<file path="src/rtl/cpu16_pkg.sv">
package cpu16_pkg;
  typedef enum logic [2:0] {
    ST_T0, ST_T1, ST_T2, ST_T3, ST_T4, ST_T5, ST_HALT
  } state_e;

  localparam logic [3:0] OP_NOP = 4'h0;
  localparam logic [3:0] OP_ADD = 4'h1;
  localparam logic [3:0] OP_SUB = 4'h2;
  localparam logic [3:0] OP_AND = 4'h3;
  localparam logic [3:0] OP_OR  = 4'h4;
  localparam logic [3:0] OP_XOR = 4'h5;
  localparam logic [3:0] OP_LDI = 4'h6;
  localparam logic [3:0] OP_JMP = 4'hA;
  localparam logic [3:0] OP_BEQ = 4'hB;
  localparam logic [3:0] OP_BNE = 4'hC;
  localparam logic [3:0] OP_HLT = 4'hF;

  typedef enum logic [2:0] {
    ALU_ADD, ALU_SUB, ALU_AND, ALU_OR, ALU_XOR, ALU_PASS
  } alu_op_e;

  typedef struct packed {
    logic z;
    logic c;
    logic s;
    logic v;
  } flags_t;
endpackage

</file>
<file path="src/rtl/cpu16_seq.sv">
module cpu16_seq
  import cpu16_pkg::*;
(
  input  logic   clk_i,
  input  logic   rst_ni,
  input  logic   mem_ready_i,
  input  logic   long_i,    // instruction needs T4/T5
  input  logic   halt_i,
  output state_e state_o
);
  state_e state_q, state_d;

  always_comb begin
    state_d = state_q;
    unique case (state_q)
      ST_T0:   state_d = ST_T1;
      ST_T1:   state_d = mem_ready_i ? ST_T2 : ST_T1;
      ST_T2:   state_d = ST_T3;
      ST_T3:   state_d = halt_i ? ST_HALT : (long_i ? ST_T4 : ST_T0);
      ST_T4:   state_d = ST_T5;
      ST_T5:   state_d = ST_T0;
      default: state_d = ST_HALT;
    endcase
  end

  always_ff @(posedge clk_i or negedge rst_ni) begin
    if (!rst_ni) state_q <= ST_T0;
    else         state_q <= state_d;
  end

  assign state_o = state_q;

  // fetch holds until memory answers
  a_r2_wait_holds: assert property (@(posedge clk_i) disable iff (!rst_ni)
    (state_q == ST_T1 && !mem_ready_i) |=> state_q == ST_T1);
  // short instructions go straight back to fetch
  a_r10_short_return: assert property (@(posedge clk_i) disable iff (!rst_ni)
    (state_q == ST_T3 && !long_i && !halt_i) |=> state_q == ST_T0);
  // halt is sticky
  a_r11_halt_sticky: assert property (@(posedge clk_i) disable iff (!rst_ni)
    (state_q == ST_HALT) |=> state_q == ST_HALT);
endmodule

</file>
<file path="src/rtl/cpu16_regfile.sv">
module cpu16_regfile #(
  parameter int unsigned NREG   = 16,
  parameter int unsigned DATA_W = 16,
  localparam int unsigned IDX_W = $clog2(NREG)
) (
  input  logic              clk_i,
  input  logic              rst_ni,
  input  logic [IDX_W-1:0]  ra_i,
  input  logic [IDX_W-1:0]  rb_i,
  output logic [DATA_W-1:0] da_o,
  output logic [DATA_W-1:0] db_o,
  input  logic              we_i,
  input  logic [IDX_W-1:0]  wa_i,
  input  logic [DATA_W-1:0] wd_i
);
  logic [DATA_W-1:0] rf_q [NREG];

  always_ff @(posedge clk_i or negedge rst_ni) begin
    if (!rst_ni) begin
      for (int i = 0; i < NREG; i++) rf_q[i] <= '0;
    end else if (we_i) begin
      rf_q[wa_i] <= wd_i;
    end
  end

  assign da_o = rf_q[ra_i];
  assign db_o = rf_q[rb_i];

  // a write lands in the addressed entry
  a_r4_write_lands: assert property (@(posedge clk_i) disable iff (!rst_ni)
    we_i |=> rf_q[$past(wa_i)] == $past(wd_i));
endmodule

</file>
<file path="src/rtl/cpu16_alu.sv">
module cpu16_alu
  import cpu16_pkg::*;
#(
  parameter int unsigned DATA_W = 16
) (
  input  alu_op_e           op_i,
  input  logic [DATA_W-1:0] a_i,
  input  logic [DATA_W-1:0] b_i,
  output logic [DATA_W-1:0] res_o,
  output flags_t            flags_o
);
  logic [DATA_W:0] sum, dif;

  assign sum = {1'b0, a_i} + {1'b0, b_i};
  assign dif = {1'b0, a_i} + {1'b0, ~b_i} + {{DATA_W{1'b0}}, 1'b1};

  always_comb begin
    res_o     = '0;
    flags_o.c = 1'b0;
    flags_o.v = 1'b0;
    unique case (op_i)
      ALU_ADD: begin
        res_o     = sum[DATA_W-1:0];
        flags_o.c = sum[DATA_W];
        flags_o.v = (a_i[DATA_W-1] == b_i[DATA_W-1]) && (res_o[DATA_W-1] != a_i[DATA_W-1]);
      end
      ALU_SUB: begin
        res_o     = dif[DATA_W-1:0];
        flags_o.c = dif[DATA_W];  // 1 = no borrow
        flags_o.v = (a_i[DATA_W-1] != b_i[DATA_W-1]) && (res_o[DATA_W-1] != a_i[DATA_W-1]);
      end
      ALU_AND:  res_o = a_i & b_i;
      ALU_OR:   res_o = a_i | b_i;
      ALU_XOR:  res_o = a_i ^ b_i;
      default:  res_o = b_i;
    endcase
    flags_o.z = (res_o == '0);
    flags_o.s = res_o[DATA_W-1];
  end

  // bitwise ops never report carry or overflow
  always_comb begin
    if (op_i == ALU_AND || op_i == ALU_OR || op_i == ALU_XOR)
      a_r5_logic_no_cv: assert (!flags_o.c && !flags_o.v);
  end
endmodule

</file>
<file path="src/rtl/cpu16_core.sv">
module cpu16_core
  import cpu16_pkg::*;
#(
  parameter int unsigned DATA_W = 16,
  parameter int unsigned ADDR_W = 8,
  parameter int unsigned NREG   = 16
) (
  input  logic              clk_i,
  input  logic              rst_ni,
  output logic              mem_req_o,
  output logic [ADDR_W-1:0] mem_addr_o,
  input  logic [DATA_W-1:0] mem_rdata_i,
  input  logic              mem_ready_i,
  output logic [ADDR_W-1:0] pc_o,
  output logic [3:0]        flags_o,
  output logic              halted_o,
  output logic              wb_valid_o,
  output logic [3:0]        wb_addr_o,
  output logic [DATA_W-1:0] wb_data_o
);
  localparam int unsigned IDX_W = $clog2(NREG);
  localparam int unsigned IMM_W = 8;

  state_e            state;
  logic [ADDR_W-1:0] pc_q, mar_q, pc_inc, imm_addr;
  logic [DATA_W-1:0] mdr_q, ir_q, opa_q, opb_q, res_q, imm_data;
  logic [DATA_W-1:0] rd_a, rd_b, alu_res;
  flags_t            flags_q, alu_flags;
  logic [3:0]        opc;
  logic              is_alu, is_ldi, is_halt, take_br;
  alu_op_e           alu_op;
  logic [IDX_W-1:0]  wr_idx;

  assign opc      = ir_q[15:12];
  assign imm_data = {{(DATA_W-IMM_W){1'b0}}, ir_q[IMM_W-1:0]};
  assign pc_inc   = pc_q + ADDR_W'(1);  // dedicated incrementer

  if (ADDR_W > IMM_W) begin : g_imm_wide
    assign imm_addr = {{(ADDR_W-IMM_W){1'b0}}, ir_q[IMM_W-1:0]};
  end else begin : g_imm_narrow
    assign imm_addr = ir_q[ADDR_W-1:0];
  end

  // hardwired decode
  always_comb begin
    is_alu = 1'b1;
    alu_op = ALU_PASS;
    unique case (opc)
      OP_ADD:  alu_op = ALU_ADD;
      OP_SUB:  alu_op = ALU_SUB;
      OP_AND:  alu_op = ALU_AND;
      OP_OR:   alu_op = ALU_OR;
      OP_XOR:  alu_op = ALU_XOR;
      default: is_alu = 1'b0;
    endcase
  end

  assign is_ldi  = (opc == OP_LDI);
  assign is_halt = (opc == OP_HLT);
  assign take_br = (opc == OP_JMP)
                 | ((opc == OP_BEQ) &  flags_q.z)
                 | ((opc == OP_BNE) & ~flags_q.z);
  assign wr_idx  = is_ldi ? ir_q[11:8] : ir_q[3:0];

  cpu16_seq i_seq (
    .clk_i       (clk_i),
    .rst_ni      (rst_ni),
    .mem_ready_i (mem_ready_i),
    .long_i      (is_alu | is_ldi),
    .halt_i      (is_halt),
    .state_o     (state)
  );

  cpu16_regfile #(.NREG(NREG), .DATA_W(DATA_W)) i_rf (
    .clk_i  (clk_i),
    .rst_ni (rst_ni),
    .ra_i   (ir_q[11:8]),
    .rb_i   (ir_q[7:4]),
    .da_o   (rd_a),
    .db_o   (rd_b),
    .we_i   (state == ST_T5),
    .wa_i   (wr_idx),
    .wd_i   (res_q)
  );

  cpu16_alu #(.DATA_W(DATA_W)) i_alu (
    .op_i    (alu_op),
    .a_i     (opa_q),
    .b_i     (opb_q),
    .res_o   (alu_res),
    .flags_o (alu_flags)
  );

  always_ff @(posedge clk_i or negedge rst_ni) begin
    if (!rst_ni) begin
      pc_q    <= '0;
      mar_q   <= '0;
      mdr_q   <= '0;
      ir_q    <= '0;
      opa_q   <= '0;
      opb_q   <= '0;
      res_q   <= '0;
      flags_q <= '0;
    end else begin
      unique case (state)
        ST_T0: mar_q <= pc_q;
        ST_T1: if (mem_ready_i) begin
          mdr_q <= mem_rdata_i;
          pc_q  <= pc_inc;
        end
        ST_T2: ir_q <= mdr_q;
        ST_T3: begin
          opa_q <= rd_a;
          opb_q <= is_ldi ? imm_data : rd_b;
          if (take_br) pc_q <= imm_addr;  // decode line AND flag
        end
        ST_T4: begin
          res_q <= alu_res;
          if (is_alu) flags_q <= alu_flags;
        end
        default: ;
      endcase
    end
  end

  assign mem_req_o  = (state == ST_T1);
  assign mem_addr_o = mar_q;
  assign pc_o       = pc_q;
  assign flags_o    = flags_q;
  assign halted_o   = (state == ST_HALT);
  assign wb_valid_o = (state == ST_T5);
  assign wb_addr_o  = 4'(wr_idx);
  assign wb_data_o  = res_q;

  // pc steps once when the read completes
  a_r2_pc_step: assert property (@(posedge clk_i) disable iff (!rst_ni)
    (state == ST_T1 && mem_ready_i) |=> pc_q == $past(pc_q) + ADDR_W'(1));
  // address held while waiting
  a_r2_addr_hold: assert property (@(posedge clk_i) disable iff (!rst_ni)
    (state == ST_T1 && !mem_ready_i) |=> $stable(mem_addr_o));
  // flags move only out of T4
  a_r6_flags_hold: assert property (@(posedge clk_i) disable iff (!rst_ni)
    (state != ST_T4) |=> $stable(flags_q));
  // jump loads the immediate
  a_r8_jump_target: assert property (@(posedge clk_i) disable iff (!rst_ni)
    (state == ST_T3 && opc == OP_JMP) |=> pc_q == $past(imm_addr));
  // untaken branch keeps the incremented pc
  a_r9_not_taken: assert property (@(posedge clk_i) disable iff (!rst_ni)
    (state == ST_T3 && opc == OP_BEQ && !flags_q.z) |=> $stable(pc_q));
  // halted core holds pc and makes no requests
  a_r11_frozen: assert property (@(posedge clk_i) disable iff (!rst_ni)
    halted_o |=> ($stable(pc_q) && !mem_req_o));
endmodule

</file>
<file path="config.mk">
export PLATFORM = sky130hd
export DESIGN_NAME = cpu16_core
export DESIGN_NICKNAME = d
export VERILOG_FILES = /design/src/rtl/cpu16_pkg.sv /design/src/rtl/cpu16_seq.sv /design/src/rtl/cpu16_regfile.sv /design/src/rtl/cpu16_alu.sv /design/src/rtl/cpu16_core.sv
export SDC_FILE = /design/constraint.sdc
export NUM_CORES = 1
export LEC_CHECK = 0
export ABC_AREA = 1
export BUFFER_PORTS_ARGS = -buffer_cell sky130_fd_sc_hd__buf_4
export CAP_MARGIN = 20
export CORE_ASPECT_RATIO = 1.25
export CORE_UTILIZATION = 55
export DETAILED_ROUTE_END_ITERATION = 10
export HOLD_SLACK_MARGIN = 0.02
export PLACE_DENSITY_LB_ADDON = 0.08
export SLEW_MARGIN = 40
export SYNTH_ARGS = -nofsm -noshare
export SYNTH_HDL_FRONTEND = slang
export SYNTH_SLANG_ARGS = --single-unit
</file>
<file path="constraint.sdc">
create_clock -name clk_i -period 2.95 [get_ports clk_i]
set_clock_uncertainty 0.15 [all_clocks]
set_input_delay 0 -clock clk_i [delete_from_list [all_inputs] [get_ports clk_i]]
set_output_delay 0 -clock clk_i [all_outputs]
set_load 0.005 [all_outputs]
</file>
Word-level counts from Yosys, hierarchy flattened:

Cells that the tools add are included.

* $add $sub $neg: 4
* $lt $le $gt $ge: 4
* equal/unequal tests: 26
* mux-type cells: 23
* bitwise gates (word level): 13
* reduce and logical (&&, ||, !) cells: 11

Operators by type and width (number)
* $bwmux W256: 1
* $bmux W16 S4: 2
* $mux W16: 6
* $pmux W16 S5: 1
* $demux W16 S4: 1
* $add A16 B16 Y17: 2
* $pmux W3 S6: 1
* $add A17 B1 Y17 const B: 1
* $and A16 B16 Y16: 1
* $eq A4 B4 Y1 const B: 4
* $logic_not A16 Y1: 1
* $mux W8: 2
* $not A16 Y16: 1
* $or A16 B16 Y16: 1
* $pmux W8 S2: 1
* $xor A16 B16 Y16: 1
* $ge A5 B5 Y1 const B: 3
* $not A4 Y5: 3
* $pmux W3 S5: 1
* $eq A3 B2 Y1 const B: 4
* $eq A3 B3 Y1 const B: 4
* $eq A4 B3 Y1 const B: 3
* $add A8 B1 Y8 const B: 1
* $eq A4 B2 Y1 const B: 2
* 21 further kinds: 33

* register bits: 359
* bits of input ports: 19
* output and inout bits: 43
* logic and storage cells: 109

Logic depth before layout (Yosys ltp):

* word-level depth: 8
* depth in mapped cells: 19

By module:

Synthesis repeated with hierarchy kept, for this count alone.

* cell total of the unflattened synthesis: 3316
* area, all modules: 22357.7 um^2

By module, submodules not included
* cpu16_regfile: times used 1, cells an instance 2236, area an instance 14899.3 um^2
* cpu16_core: times used 1, cells an instance 494, area an instance 4301.6 um^2
* cpu16_alu: times used 1, cells an instance 563, area an instance 3000.4 um^2
* cpu16_seq: times used 1, cells an instance 23, area an instance 156.4 um^2

Worst setup path after synthesis:

OpenSTA, ideal clock, no wires.

* path type: register to register
* from: register opb_q[10]
* to: register flags_q (netlist bit flags_o[3])
* data arrival time: 2067 ps
* setup slack: 668 ps
* stages on the path, launching flop included: 15
* path buffers: 1
* clock period less this slack: 2282 ps
* cells stage by stage: dfrtp_1 inv_1 ha_1 clkbuf_1 o21ai_0 o21bai_1 a21oi_1 nand2_1 nand2_1 nand3_1 nor2_1 nand3_1 nor2_1 nand2_1 nand2_1

* longest elaborated chain between the ends: 5
* elaborated cells between the ends (all ways): 9
* classes of those cells: add/sub (3); mux (1); bitwise (4); reduce/logical (1)

Ends and longest elaborated chain
* start: declaration: line cpu16_core.sv:26 `logic [DATA_W-1:0] mdr_q, ir_q, opa_q, opb_q, res_q, imm_data;`
* start signal: assignment: line cpu16_core.sv:114 `opb_q <= is_ldi ? imm_data : rd_b;`
* $not A16 Y16: line cpu16_alu.sv:15 `assign dif = {1'b0, a_i} + {1'b0, ~b_i} + {{DATA_W{1'b0}}, 1'b1};`
* $add A16 B16 Y17: line cpu16_alu.sv:15
* $add A17 B1 Y17: line cpu16_alu.sv:15
* $pmux W16 S5 *: line cpu16_alu.sv:21 `unique case (op_i)`
* $logic_not A16 Y1 *: line cpu16_alu.sv:37 `flags_o.z = (res_o == '0);`
* end signal: assignment: line cpu16_core.sv:119 `if (is_alu) flags_q <= alu_flags;`
* end: declaration: line cpu16_core.sv:28 `flags_t flags_q, alu_flags;`

Every way passes the cells marked *; elsewhere a longest branch is shown, timed or not.
A chain may end at the register's enable or synchronous reset.

Final worst setup path:

* from: register opb_q[6]
* to: register flags_q (netlist bit flags_o[3])

The elaborated chain is that of the path after synthesis.

==> flow_summary.ini <==
[logic_synthesis]
synth_ff_type = dfrtp_1
synth_xor_area_frac = 0.00171
synth_warnings = 0
synth_edf_count = 0
yosysMostFrequentCell = nand2_1
synth_common_cells = 556 x nand2_1, 412 x o21ai_0, 359 x dfrtp_1
synth_top_area_share = 0.438
synth_top_family_by_area = compound AO/OA/AOI/OAI gates
synth-simple-area-share = 0.214
synth-async-reset-ratio = 1.00
synth.mux.area_fraction = 0.00152
synthDistinctLibCells = 50
synth_fa_ha_area_frac = 0.0331
ys_seq_elements = 359
synth.yosys.seq_area_share = 0.438
synthCells = 2742
synth_area_per_cell_um2 = 7.48
synth_compound_area_frac = 0.236
yosysTopAreaCell = dfrtp_1
syn_area_um2 = 20500
synth_fp_nets = 2814
synthTopCellsByArea = dfrtp_1 44%, nand2_1 10%, o21ai_0 10%

[sta]
worst_slack_ns = 0.198
worst_pin_slew_ns = 0.849
setup_viol = 0
slew_headroom = 0.433
tns_ns = 0
max_freq_mhz = 363
report.final.hold_viol_count = 0
slew_viol_final = 0
timing.final.crit_period_ns = 2.75
rsz0062_at_grt = no
fin_crit_sh = 0.933

[clocking]
clock-sinks = 359
numCtsBuffers = 38
path_clk_slew_ns = 0.07
root_buffer = clkbuf_16
cts_tree = yes
clock_path_buffers = 3
clock_latency_ns = 0.55
cts_htree_levels = 2

[die]
die_x_um = 175
fp-row-count = 78
initial_core_util = 0.562
pin_count = 62
core_um2 = 36500
die_area_um2 = 38100
die_h_um = 218

[setup_path]
endpoint_kind = flip-flop
path_buf_inv = 4
slowest_stage = dfrtp_2
crit_type = flip-flop to flip-flop
reg2reg_slack_ns = 0.20
crit_fanout = 7
start_kind = flip-flop
cp_top_family = simple AND/OR/NAND/NOR gates
cp_slowest_stage_delay_ns = 0.44
cp.arrival_ns = 3.09
r2r_cells = 17
required_ns = 3.29
timing.rr.start = opb_q[6]
cp_cell_sequence = inv_1, ha_2, inv_1, nand2_1, nand2_1, inv_1, nand2_1, inv_1, nand2_1, nand3_1, nand3_1, nand3_1, nor2_2, nand3_1, nor2_1, nand2_1, nand2_1
critPathMostFrequentCell = nand2_1
rr_endpoint = flags_o[3]

[layout]
area_growth_pct = 13.0
drive_above_1_share = 0.0939
n_antenna_cell = 0
postLayoutCellArea_um2 = 23200
fin_nets = 2823

[global_route]
gr-total-overflow = 0
grt.total_usage = 0.372
first_global_vias = 19254
grt_max_degree = 92
grt_pass1_wl_um = 109000
antenna_found_initial = 1

[power]
p_leak_nw = 10.5
irDropWorstVdd_mv = 0.462
power_per_cell_area_nw_per_um2 = 441

[worst_hold_path]
hp-class = input pin to flip-flop
min_from = mem_rdata_i[7]
holdPathStages = 4
hold-path-endpoint = mdr_q[7]

[routing]
vias = 20312
wl_per_cell_um = 21.8
ant_nets = 0
drc = 0
via_per_inst = 6.23
drtIter0Drc = 2217
drtPass1Iterations = 6
totalWireLength_um = 71200

[run]
maxCapViolCount = 0

[placement]
gp_congestion = 0.964
placed_cell_area_um2 = 21500
portBuffers = 61
dpl.hpwl_um = 45100
place_ws_ns = 0.0494

[run_status]
status = completed
-- cells in the final DEF (no fill, tap or decap), types with 10 or more instances in the layout --
master and instances:
dfrtp_1 353, inv_1 173, clkbuf_16 41, a21oi_1 80, o21ai_0 412, a31oi_1 21, nand3_1 129, buf_4 126
a22oi_1 11, o21ai_1 175, dlygate4sd3_1 27, inv_2 10, nand4_1 11, o221ai_1 73, o211ai_1 11, nor2_1 342
o22ai_1 32, ha_1 47, buf_12 13, nand2_1 555
-- stage by stage --
step	util	cells	hold slack, ns	total power [mW]
finish	0.635	3261	0.122	10.2
global route	0.635	3261	0.150	10.5
CTS	0.634	3260	0.0948	10.3
detailed placement	0.589	3163	-0.0832	5.15
global placement	0.589	3163	-0.0821	5.15
floorplan	-	2742	-0.446	5.02
-- worst register-to-register path, stage by stage (launching register included) --
cell	delay [ns]
dfrtp_2	0.44
inv_1	0.13
ha_2	0.34
inv_1	0.18
nand2_1	0.09
nand2_1	0.10
inv_1	0.04
nand2_1	0.08
inv_1	0.06
nand2_1	0.10
nand3_1	0.19
nand3_1	0.13
nand3_1	0.10
nor2_2	0.15
nand3_1	0.10
nor2_1	0.17
nand2_1	0.08
nand2_1	0.06
-- routing by layer --
metal	track usage	routed length, um	vias up
met3	0.0664	6670	260
met2	0.602	32800	1151
met5	0	49	-
met1	0.477	27700	9601
met4	0.197	3950	2
li1	-	-	9298
-- what timing repair did --
| action | CTS | global route |
|---|---|---|
| endpoints found under the setup margin | 0 | 5 |
| gates resized for setup | 0 | 13 |
| buffers inserted | 0 | 0 |
| hold buffers | 27 | 0 |
| endpoints found under the hold margin | 379 | 0 |
-- sequential cells by signal, indices dropped and copies added (netlist names) --
register       cells
mdr_q             16
flags_o            4
opb_q             16
opa_q             16
pc_o               8
mem_addr_o         8
i_seq.state_o      3
i_rf.rf_q        256
ir_q              16
wb_data_o         16
-- report_power, final --
group          switching, mW  total, mW  internal (mW)
combinational          0.109      0.155         0.0460
clock                   2.04       5.15           3.12
sequential                 0       4.92           4.92
-- worst max-delay path by stage --
stage / from / end / slack [ns] / cells past startpoint
4_1_cts: opa_q[11] / flags_o[3] / 0.03 / 13
5_1_grt: opb_q[8] / flags_o[3] / 0.01 / 15
6_report: opb_q[6] / flags_o[3] / 0.20 / 17
3_3_place_gp: opa_q[11] / flags_o[3] / -0.02 / 13
2_1_floorplan: opb_q[10] / flags_o[3] / 0.67 / 14
3_5_place_dp: opa_q[11] / flags_o[3] / 0.05 / 13
-- kinds of logic (layout without fill, tap and decap cells) --
group | after synthesis | after routing
AND/OR/NAND/NOR | 1079 | 1080
AO/OA/AOI/OAI | 857 | 857
buffers and inverters | 387 | 425
flip-flops | 359 | 359
adder cells (fa/ha/maj) | 53 | 53
XOR/XNOR | 4 | 4
multiplexers | 3 | 3
-- area by class of cell --
class | instances | area, um2
clock buffers | 59 | 1180
clock inverters | 11 | 163
fillers | 3250 | 13300
inverters | 188 | 711
multi-input cells | 1997 | 10000
flip-flops and latches | 359 | 9000
well taps | 480 | 601
repair buffers | 167 | 1490
No activity file was read; power rests on OpenSTA's default activity.
